[src/rtl/enh_timer_pkg.sv]
package enh_timer_pkg;
  typedef enum logic [1:0] {
    TM_TIMER = 2'd0,
    TM_CMP   = 2'd1,
    TM_PWM   = 2'd2,
    TM_RSVD  = 2'd3
  } tm_mode_e;
endpackage

[src/rtl/enh_timer_cmp.sv]
module enh_timer_cmp #(
  parameter int CNT_W = 10,
  parameter int PER_W = 3
) (
  input  logic [CNT_W-1:0] count,
  input  logic [CNT_W-1:0] cmp_a,
  input  logic [CNT_W-1:0] cmp_b,
  input  logic [PER_W-1:0] cmp_p,
  output logic             hit_a,
  output logic             hit_b,
  output logic             hit_p,
  output logic             at_max,
  output logic             at_zero,
  output logic             below_a,
  output logic [CNT_W-1:0] p_limit
);
  localparam int LOW_W = CNT_W - PER_W;
  localparam int NFULL = 2;

  logic [CNT_W-1:0] full_val [NFULL];
  logic [NFULL-1:0] full_hit;

  assign full_val[0] = cmp_a;
  assign full_val[1] = cmp_b;

  // full-width equality comparators for A and B
  for (genvar gi = 0; gi < NFULL; gi++) begin : g_full
    assign full_hit[gi] = (count == full_val[gi]);
  end

  assign hit_a   = full_hit[0];
  assign hit_b   = full_hit[1];
  assign p_limit = {cmp_p, {LOW_W{1'b0}}};
  assign hit_p   = (cmp_p != '0) && (count == p_limit);
  assign at_max  = &count;
  assign at_zero = (count == '0);
  assign below_a = (count < cmp_a);
endmodule

[src/rtl/enh_timer_counter.sv]
module enh_timer_counter #(
  parameter int CNT_W = 10
) (
  input  logic             clk,
  input  logic             rst_n,
  input  logic             en,
  input  logic             down,
  input  logic             clr_up,
  input  logic [CNT_W-1:0] reload_val,
  output logic [CNT_W-1:0] count
);
  always_ff @(posedge clk) begin
    if (!rst_n) begin
      count <= '0;
    end else if (en) begin
      if (down) begin
        count <= (count == '0) ? reload_val : count - 1'b1;
      end else begin
        count <= clr_up ? '0 : count + 1'b1;
      end
    end
  end


  hold_when_idle_chk: assert property (@(posedge clk) disable iff (!rst_n)
    !en |=> $stable(count));


  up_step_chk: assert property (@(posedge clk) disable iff (!rst_n)
    (en && !down && !clr_up) |=> (count == $past(count) + 1'b1));


  up_clear_chk: assert property (@(posedge clk) disable iff (!rst_n)
    (en && !down && clr_up) |=> (count == '0));


  down_step_chk: assert property (@(posedge clk) disable iff (!rst_n)
    (en && down && count != '0) |=> (count == $past(count) - 1'b1));
endmodule

[src/rtl/enh_timer_out.sv]
module enh_timer_out
  import enh_timer_pkg::*;
(
  input  logic       clk,
  input  logic       rst_n,
  input  logic       en,
  input  tm_mode_e   mode,
  input  logic       out_ctl,
  input  logic       out_inv,
  input  logic       hit_a,
  input  logic       below_a,
  output logic       tm_out
);
  logic cmp_lvl;
  logic raw_lvl;

  // compare-mode level: reload while idle, toggle on A match
  always_ff @(posedge clk) begin
    if (!rst_n) begin
      cmp_lvl <= 1'b0;
    end else if (!en || mode != TM_CMP) begin
      cmp_lvl <= out_ctl;
    end else if (hit_a) begin
      cmp_lvl <= ~cmp_lvl;
    end
  end

  always_comb begin
    unique case (mode)
      TM_CMP:  raw_lvl = cmp_lvl;
      TM_PWM:  raw_lvl = below_a ? out_ctl : ~out_ctl;
      default: raw_lvl = 1'b0;
    endcase
  end

  assign tm_out = (mode == TM_CMP || mode == TM_PWM) ? (raw_lvl ^ out_inv) : 1'b0;


  cmp_toggle_chk: assert property (@(posedge clk) disable iff (!rst_n)
    (en && mode == TM_CMP && hit_a && $past(en) && $past(mode) == TM_CMP)
      |=> (cmp_lvl != $past(cmp_lvl)));


  cmp_reload_chk: assert property (@(posedge clk) disable iff (!rst_n)
    !en |=> (cmp_lvl == $past(out_ctl)));
endmodule

[src/rtl/enh_timer.sv]
module enh_timer
  import enh_timer_pkg::*;
#(
  parameter int CNT_W = 10,
  parameter int PER_W = 3
) (
  input  logic             clk,
  input  logic             rst_n,
  input  logic             en,
  input  logic [1:0]       mode,
  input  logic             out_ctl,
  input  logic             out_inv,
  input  logic             cnt_down,
  input  logic             clr_sel_a,
  input  logic [CNT_W-1:0] cmp_a,
  input  logic [CNT_W-1:0] cmp_b,
  input  logic [PER_W-1:0] cmp_p,
  output logic             tm_out,
  output logic [CNT_W-1:0] count,
  output logic             match_a,
  output logic             match_b,
  output logic             match_p,
  output logic             ovf
);
  localparam logic [CNT_W-1:0] CNT_MAX = {CNT_W{1'b1}};

  tm_mode_e         mode_e;
  logic             hit_a, hit_b, hit_p, at_max, at_zero, below_a;
  logic [CNT_W-1:0] p_limit;
  logic             use_a;
  logic             clr_up;
  logic [CNT_W-1:0] reload_val;
  logic             wrap_evt;

  assign mode_e = tm_mode_e'(mode);

  enh_timer_cmp #(.CNT_W(CNT_W), .PER_W(PER_W)) u_cmp (
    .count   (count),
    .cmp_a   (cmp_a),
    .cmp_b   (cmp_b),
    .cmp_p   (cmp_p),
    .hit_a   (hit_a),
    .hit_b   (hit_b),
    .hit_p   (hit_p),
    .at_max  (at_max),
    .at_zero (at_zero),
    .below_a (below_a),
    .p_limit (p_limit)
  );

  // PWM always uses P for the period; elsewhere the select bit decides
  assign use_a      = clr_sel_a && (mode_e != TM_PWM);
  assign clr_up     = use_a ? hit_a : hit_p;
  assign reload_val = use_a ? cmp_a : ((cmp_p == '0) ? CNT_MAX : p_limit);
  assign wrap_evt   = cnt_down ? at_zero : at_max;

  enh_timer_counter #(.CNT_W(CNT_W)) u_cnt (
    .clk        (clk),
    .rst_n      (rst_n),
    .en         (en),
    .down       (cnt_down),
    .clr_up     (clr_up),
    .reload_val (reload_val),
    .count      (count)
  );

  always_ff @(posedge clk) begin
    if (!rst_n) begin
      match_a <= 1'b0;
      match_b <= 1'b0;
      match_p <= 1'b0;
      ovf     <= 1'b0;
    end else begin
      match_a <= en && hit_a;
      match_b <= en && hit_b;
      match_p <= en && hit_p;
      ovf     <= en && wrap_evt;
    end
  end

  enh_timer_out u_out (
    .clk     (clk),
    .rst_n   (rst_n),
    .en      (en),
    .mode    (mode_e),
    .out_ctl (out_ctl),
    .out_inv (out_inv),
    .hit_a   (hit_a),
    .below_a (below_a),
    .tm_out  (tm_out)
  );


  flag_needs_en_chk: assert property (@(posedge clk) disable iff (!rst_n)
    (match_a || match_b || match_p || ovf) |-> $past(en));


  no_p_at_zero_chk: assert property (@(posedge clk) disable iff (!rst_n)
    match_p |-> ($past(cmp_p) != '0));


  timer_pin_low_chk: assert property (@(posedge clk) disable iff (!rst_n)
    (mode == 2'd0 || mode == 2'd3) |-> !tm_out);


  pwm_active_chk: assert property (@(posedge clk) disable iff (!rst_n)
    (mode == 2'd2 && count < cmp_a) |-> (tm_out == (out_ctl ^ out_inv)));


  p_clear_chk: assert property (@(posedge clk) disable iff (!rst_n)
    (en && !cnt_down && !use_a && hit_p) |=> (count == '0));
endmodule

[config.mk]
export PLATFORM = sky130hd
export DESIGN_NAME = enh_timer
export DESIGN_NICKNAME = d
export VERILOG_FILES = /design/src/rtl/enh_timer_pkg.sv /design/src/rtl/enh_timer_cmp.sv /design/src/rtl/enh_timer_counter.sv /design/src/rtl/enh_timer_out.sv /design/src/rtl/enh_timer.sv
export SDC_FILE = /design/constraint.sdc
export NUM_CORES = 1
export LEC_CHECK = 0
export CORE_AREA = 5 5 68 70
export DETAILED_ROUTE_END_ITERATION = 7
export DIE_AREA = 0 0 73 75
export PLACE_DENSITY = 0.75
export SETUP_SLACK_MARGIN = 0.4
export SLEW_MARGIN = 15
export SYNTH_ARGS = -nofsm -noshare
export SYNTH_HDL_FRONTEND = slang
export SYNTH_SLANG_ARGS = --single-unit
export TNS_END_PERCENT = 20
[constraint.sdc]
create_clock -name clk -period 2.2 [get_ports clk]
set_clock_uncertainty 0.2 [all_clocks]
set_input_delay 0.33 -clock clk [delete_from_list [all_inputs] [get_ports clk]]
set_output_delay 0.33 -clock clk [all_outputs]
set_load 0.01 [all_outputs]
==> reports/qor.txt <==
====================================================================================
Starting Density                                                               42.4%
Critical Path End Type                                                   output port
Overall Global Routing Usage                                                   21.9%
Violated checks                                                         setup timing
Layout Nets                                                                      365
Worst endpoint data arrival time                                             2.20 ns
Number of synthesized register bits                                               15
Drc violations                                                                     0
TritonCTS sink count                                                              15
Number of antenna violations at the first check in global routing                  0
Post-synthesis cell type count                                                    48
Final setup TNS                                                             -2.02 ns
Routed vias                                                                     2172
Detailed-route vias per instance                                                5.90
Fraction of final layout cells sized beyond drive strength 1                   36.2%
Buffers on Ports                                                                  46
Antenna cells                                                                      0
Worst hold margin                                                           0.330 ns
EDFF count, synth                                                                  0
Fraction of post-synthesis cell area in the top cell type by area              18.1%
Core area                                                                 3910 sq um
Synth Warn #                                                                       0
Post-synthesis cell area                                                  1660 sq um
Max Slew Vio Count                                                                 0
Fraction of the cycle the final worst path needs                                124%
Chip Height                                                                    75 um
Pint                                                                         1.08 mW
CTS Buffer Depth                                                                   2
Worst Path Required                                                          1.67 ns
Biggest cell delay along the critical path                                   0.33 ns
Post-route standard cell area excluding fillers                           2870 sq um
Commonest non-fill, non-tap cell in the layout                          sky130_fd_sc_hd__buf_4
Reg clk slew, reported paths                                                 0.07 ns
Transition at the pin with the smallest max-transition slack                0.375 ns
Area grow syn2layout                                                           73.1%
Latest clock arrival within the worst-skew pair                              0.26 ns
GPL Wtd Cong                                                                   0.851
Drt wl/cell                                                                  16.9 um
Post-route ant nets                                                                0
Hpwl dp                                                                      4520 um
Switching share of power                                                       43.4%
Hold Crit Class                                                               in2reg
Setup repair after global routing missed its margin                              yes
Crit-path slowest cell                                                  sky130_fd_sc_hd__mux2_4
Total number of H-tree levels                                                      1
Clock share of power                                                           12.6%
Total gr overflow                                                                  0
Sequential Power Share                                                         19.3%
Clock tree root buffer cell                                             sky130_fd_sc_hd__clkbuf_8
Via count of the first global-routing pass                                      2073
Number of cell rows                                                               23
TritonCTS Buffers                                                                  3
Most frequent cells in the layout                                       sky130_fd_sc_hd__buf_4 (48), sky130_fd_sc_hd__clkdlybuf4s50_1 (26), sky130_fd_sc_hd__nand2_1 (23)
Top cells by area, synth                                                sky130_fd_sc_hd__dfxtp_1 (18%), sky130_fd_sc_hd__ha_1 (11%), sky130_fd_sc_hd__xnor2_1 (5.8%)
Worst setup slack after placement                                           -1.15 ns
Predominant post-synthesis flop cell                                    sky130_fd_sc_hd__dfxtp_1
Net Switching                                                               0.833 mW
Worst voltage drop across the vdd grid                                    0.000362 V
Number of detailed-routing iterations run before antenna repair                    5
Minimum period implied by the final worst setup slack                        2.73 ns
Status                                                                  complete, but fails checks
Number of hold-slack violations in the final timing report                         0
Leak pwr                                                                     1.20 nW
Iteration-0 DRC Markers                                                          235
Async SR Flop Fraction                                                            0%
Sequential area share after synthesis                                          18.1%
Startpoint type of the worst setup path                                 primary input
Final critical-path setup slack                                            -0.534 ns
Die Footprint                                                             5480 sq um
Die Wd                                                                         73 um
TritonCTS clock tree                                                             yes
Number of instances in the synthesized netlist                                   227
Cells along the critical path                                           dlygate4sd2_1 > inv_2 > ha_4 > nand4_1 > nor2_2 > a221oi_2 > xnor2_1 > a22oi_1 > mux2_4 > buf_6
Cell type with the highest aggregate area in the netlist                sky130_fd_sc_hd__dfxtp_1
Setup slack of the most critical reg-to-reg path                            -0.31 ns
Average footprint of a synthesized cell                                   7.30 sq um
Relative contribution of combinational cells to total power                    68.1%
Critical path class                                                           in2out
Total wire length                                                            6210 um
CP top delay family                                                     compound AO/OA/AOI/OAI gates
Count of buffering cells on the critical path with inverters included              3
Relative slew margins                                                          74.7%
PwrDens                                                                  668 nW/um^2
Area after detailed placement                                             2590 sq um
Global-route wire length before repair                                       9360 um
Largest net degree at the start of global routing                                 15
Highest achievable clock rate                                                366 MHz
Number of ports placed on the die boundary                                        47
Setup violation total in the final timing report                                  10
Number of nets in the synthesized netlist                                        273
Crit-path max FO                                                                   3
Count of maximum capacitance violations                                            0
====================================================================================
[what timing repair did]
item                                    in CTS  in global routing
hold buffers                                 0                  0
gates resized for setup                     59                 16
pin swaps                                   17                 17
buffers inserted                             2                  3
endpoints found under the setup margin      24                 17
gates cloned                                 0                  0
[per-stage QoR]
| step | std cells | total power, mW | utilization, % |
|---|---|---|---|
| after floorplan | 227 | 1.03 | - |
| after global placement | 359 | 1.48 | 66.2 |
| after detailed placement | 359 | 1.51 | 66.2 |
| after CTS | 365 | 1.82 | 71.3 |
| after global routing | 368 | 2.05 | 73.3 |
| final | 368 | 1.92 | 73.3 |
[path summary, 6_finish.rpt]
| path | start | end | cells past startpoint |
|---|---|---|---|
| setup / recovery | cmp_a[9] | tm_out | 10 |
| hold / removal | cmp_a[3] | u_cnt.count[3]$_SDFFE_PN0P_ | 5 |
| setup reg to reg | u_cnt.count[3]$_SDFFE_PN0P_ | u_cnt.count[0]$_SDFFE_PN0P_ | 10 |
| hold reg to reg | u_out.cmp_lvl$_SDFFE_PN0P_ | u_out.cmp_lvl$_SDFFE_PN0P_ | 2 |
[cell families after synthesis]
group                    count (synthesis)  synth area share, %
AO/OA/AOI/OAI                           53                 22.5
XOR/XNOR                                18                 9.51
adder cells (fa/ha/maj)                 14                 10.6
buffers and inverters                   33                 8.00
flip-flops                              15                 18.1
multiplexers                             3                 1.89
AND/OR/NAND/NOR                         91                 29.4
[synth_stat cells, drive strengths merged (2+ instances only)]
cell,count
a211oi,2
a21oi,13
a221oi,5
a31oi,3
a32oi,3
and3,2
buf,8
clkbuf,6
dfxtp,15
ha,14
inv,19
mux2i,2
nand2,24
nand2b,2
nand3,10
nand4,7
nand4b,2
nor2,18
nor2b,3
nor3,11
nor4,5
o211ai,4
o21ai,10
or3,2
xnor2,11
xor2,7
[routing by layer]
metal	GRT usage (%)	vias up	wire, um	part of all wire [%]
met2	37.2	117	3140	51
met3	3.47	25	446	7.2
li1	-	1015	-	-
met1	26.3	1015	2420	39
met4	12.3	0	202	3.3
met5	0	-	0	0
[tightest hold or removal path: cells and delay by family]
family	cells	cell delay, ns
AO/OA/AOI/OAI	2	0.21
AND/OR/NAND/NOR	2	0.11
buffers and inverters	1	0.10
[layout make-up]
cell class | instances | area (sq um)
clock buffers | 3 | 41.3
clock inverters | 1 | 5.00
fillers | 307 | 1040
inverters | 19 | 78.8
multi-input cells | 179 | 1480
flip-flops and latches | 15 | 318
well taps | 50 | 62.6
repair buffers | 101 | 887
[state kept, by name (all words and copies together), names as in the netlist]
name	cells
u_cnt.count	10
ovf	1
match_a	1
u_out.cmp_lvl	1
match_b	1
match_p	1
[power groups by stage]
stage / clock, mW / combinational, mW / sequential [mW]
2_1_floorplan: 0 / 0.637 / 0.392
3_3_place_gp: 0 / 1.13 / 0.358
3_5_place_dp: 0 / 1.15 / 0.360
4_1_cts: 0.245 / 1.21 / 0.370
5_1_grt: 0.261 / 1.42 / 0.375
6_report: 0.241 / 1.31 / 0.371
Power figures use the tool's default switching activity.
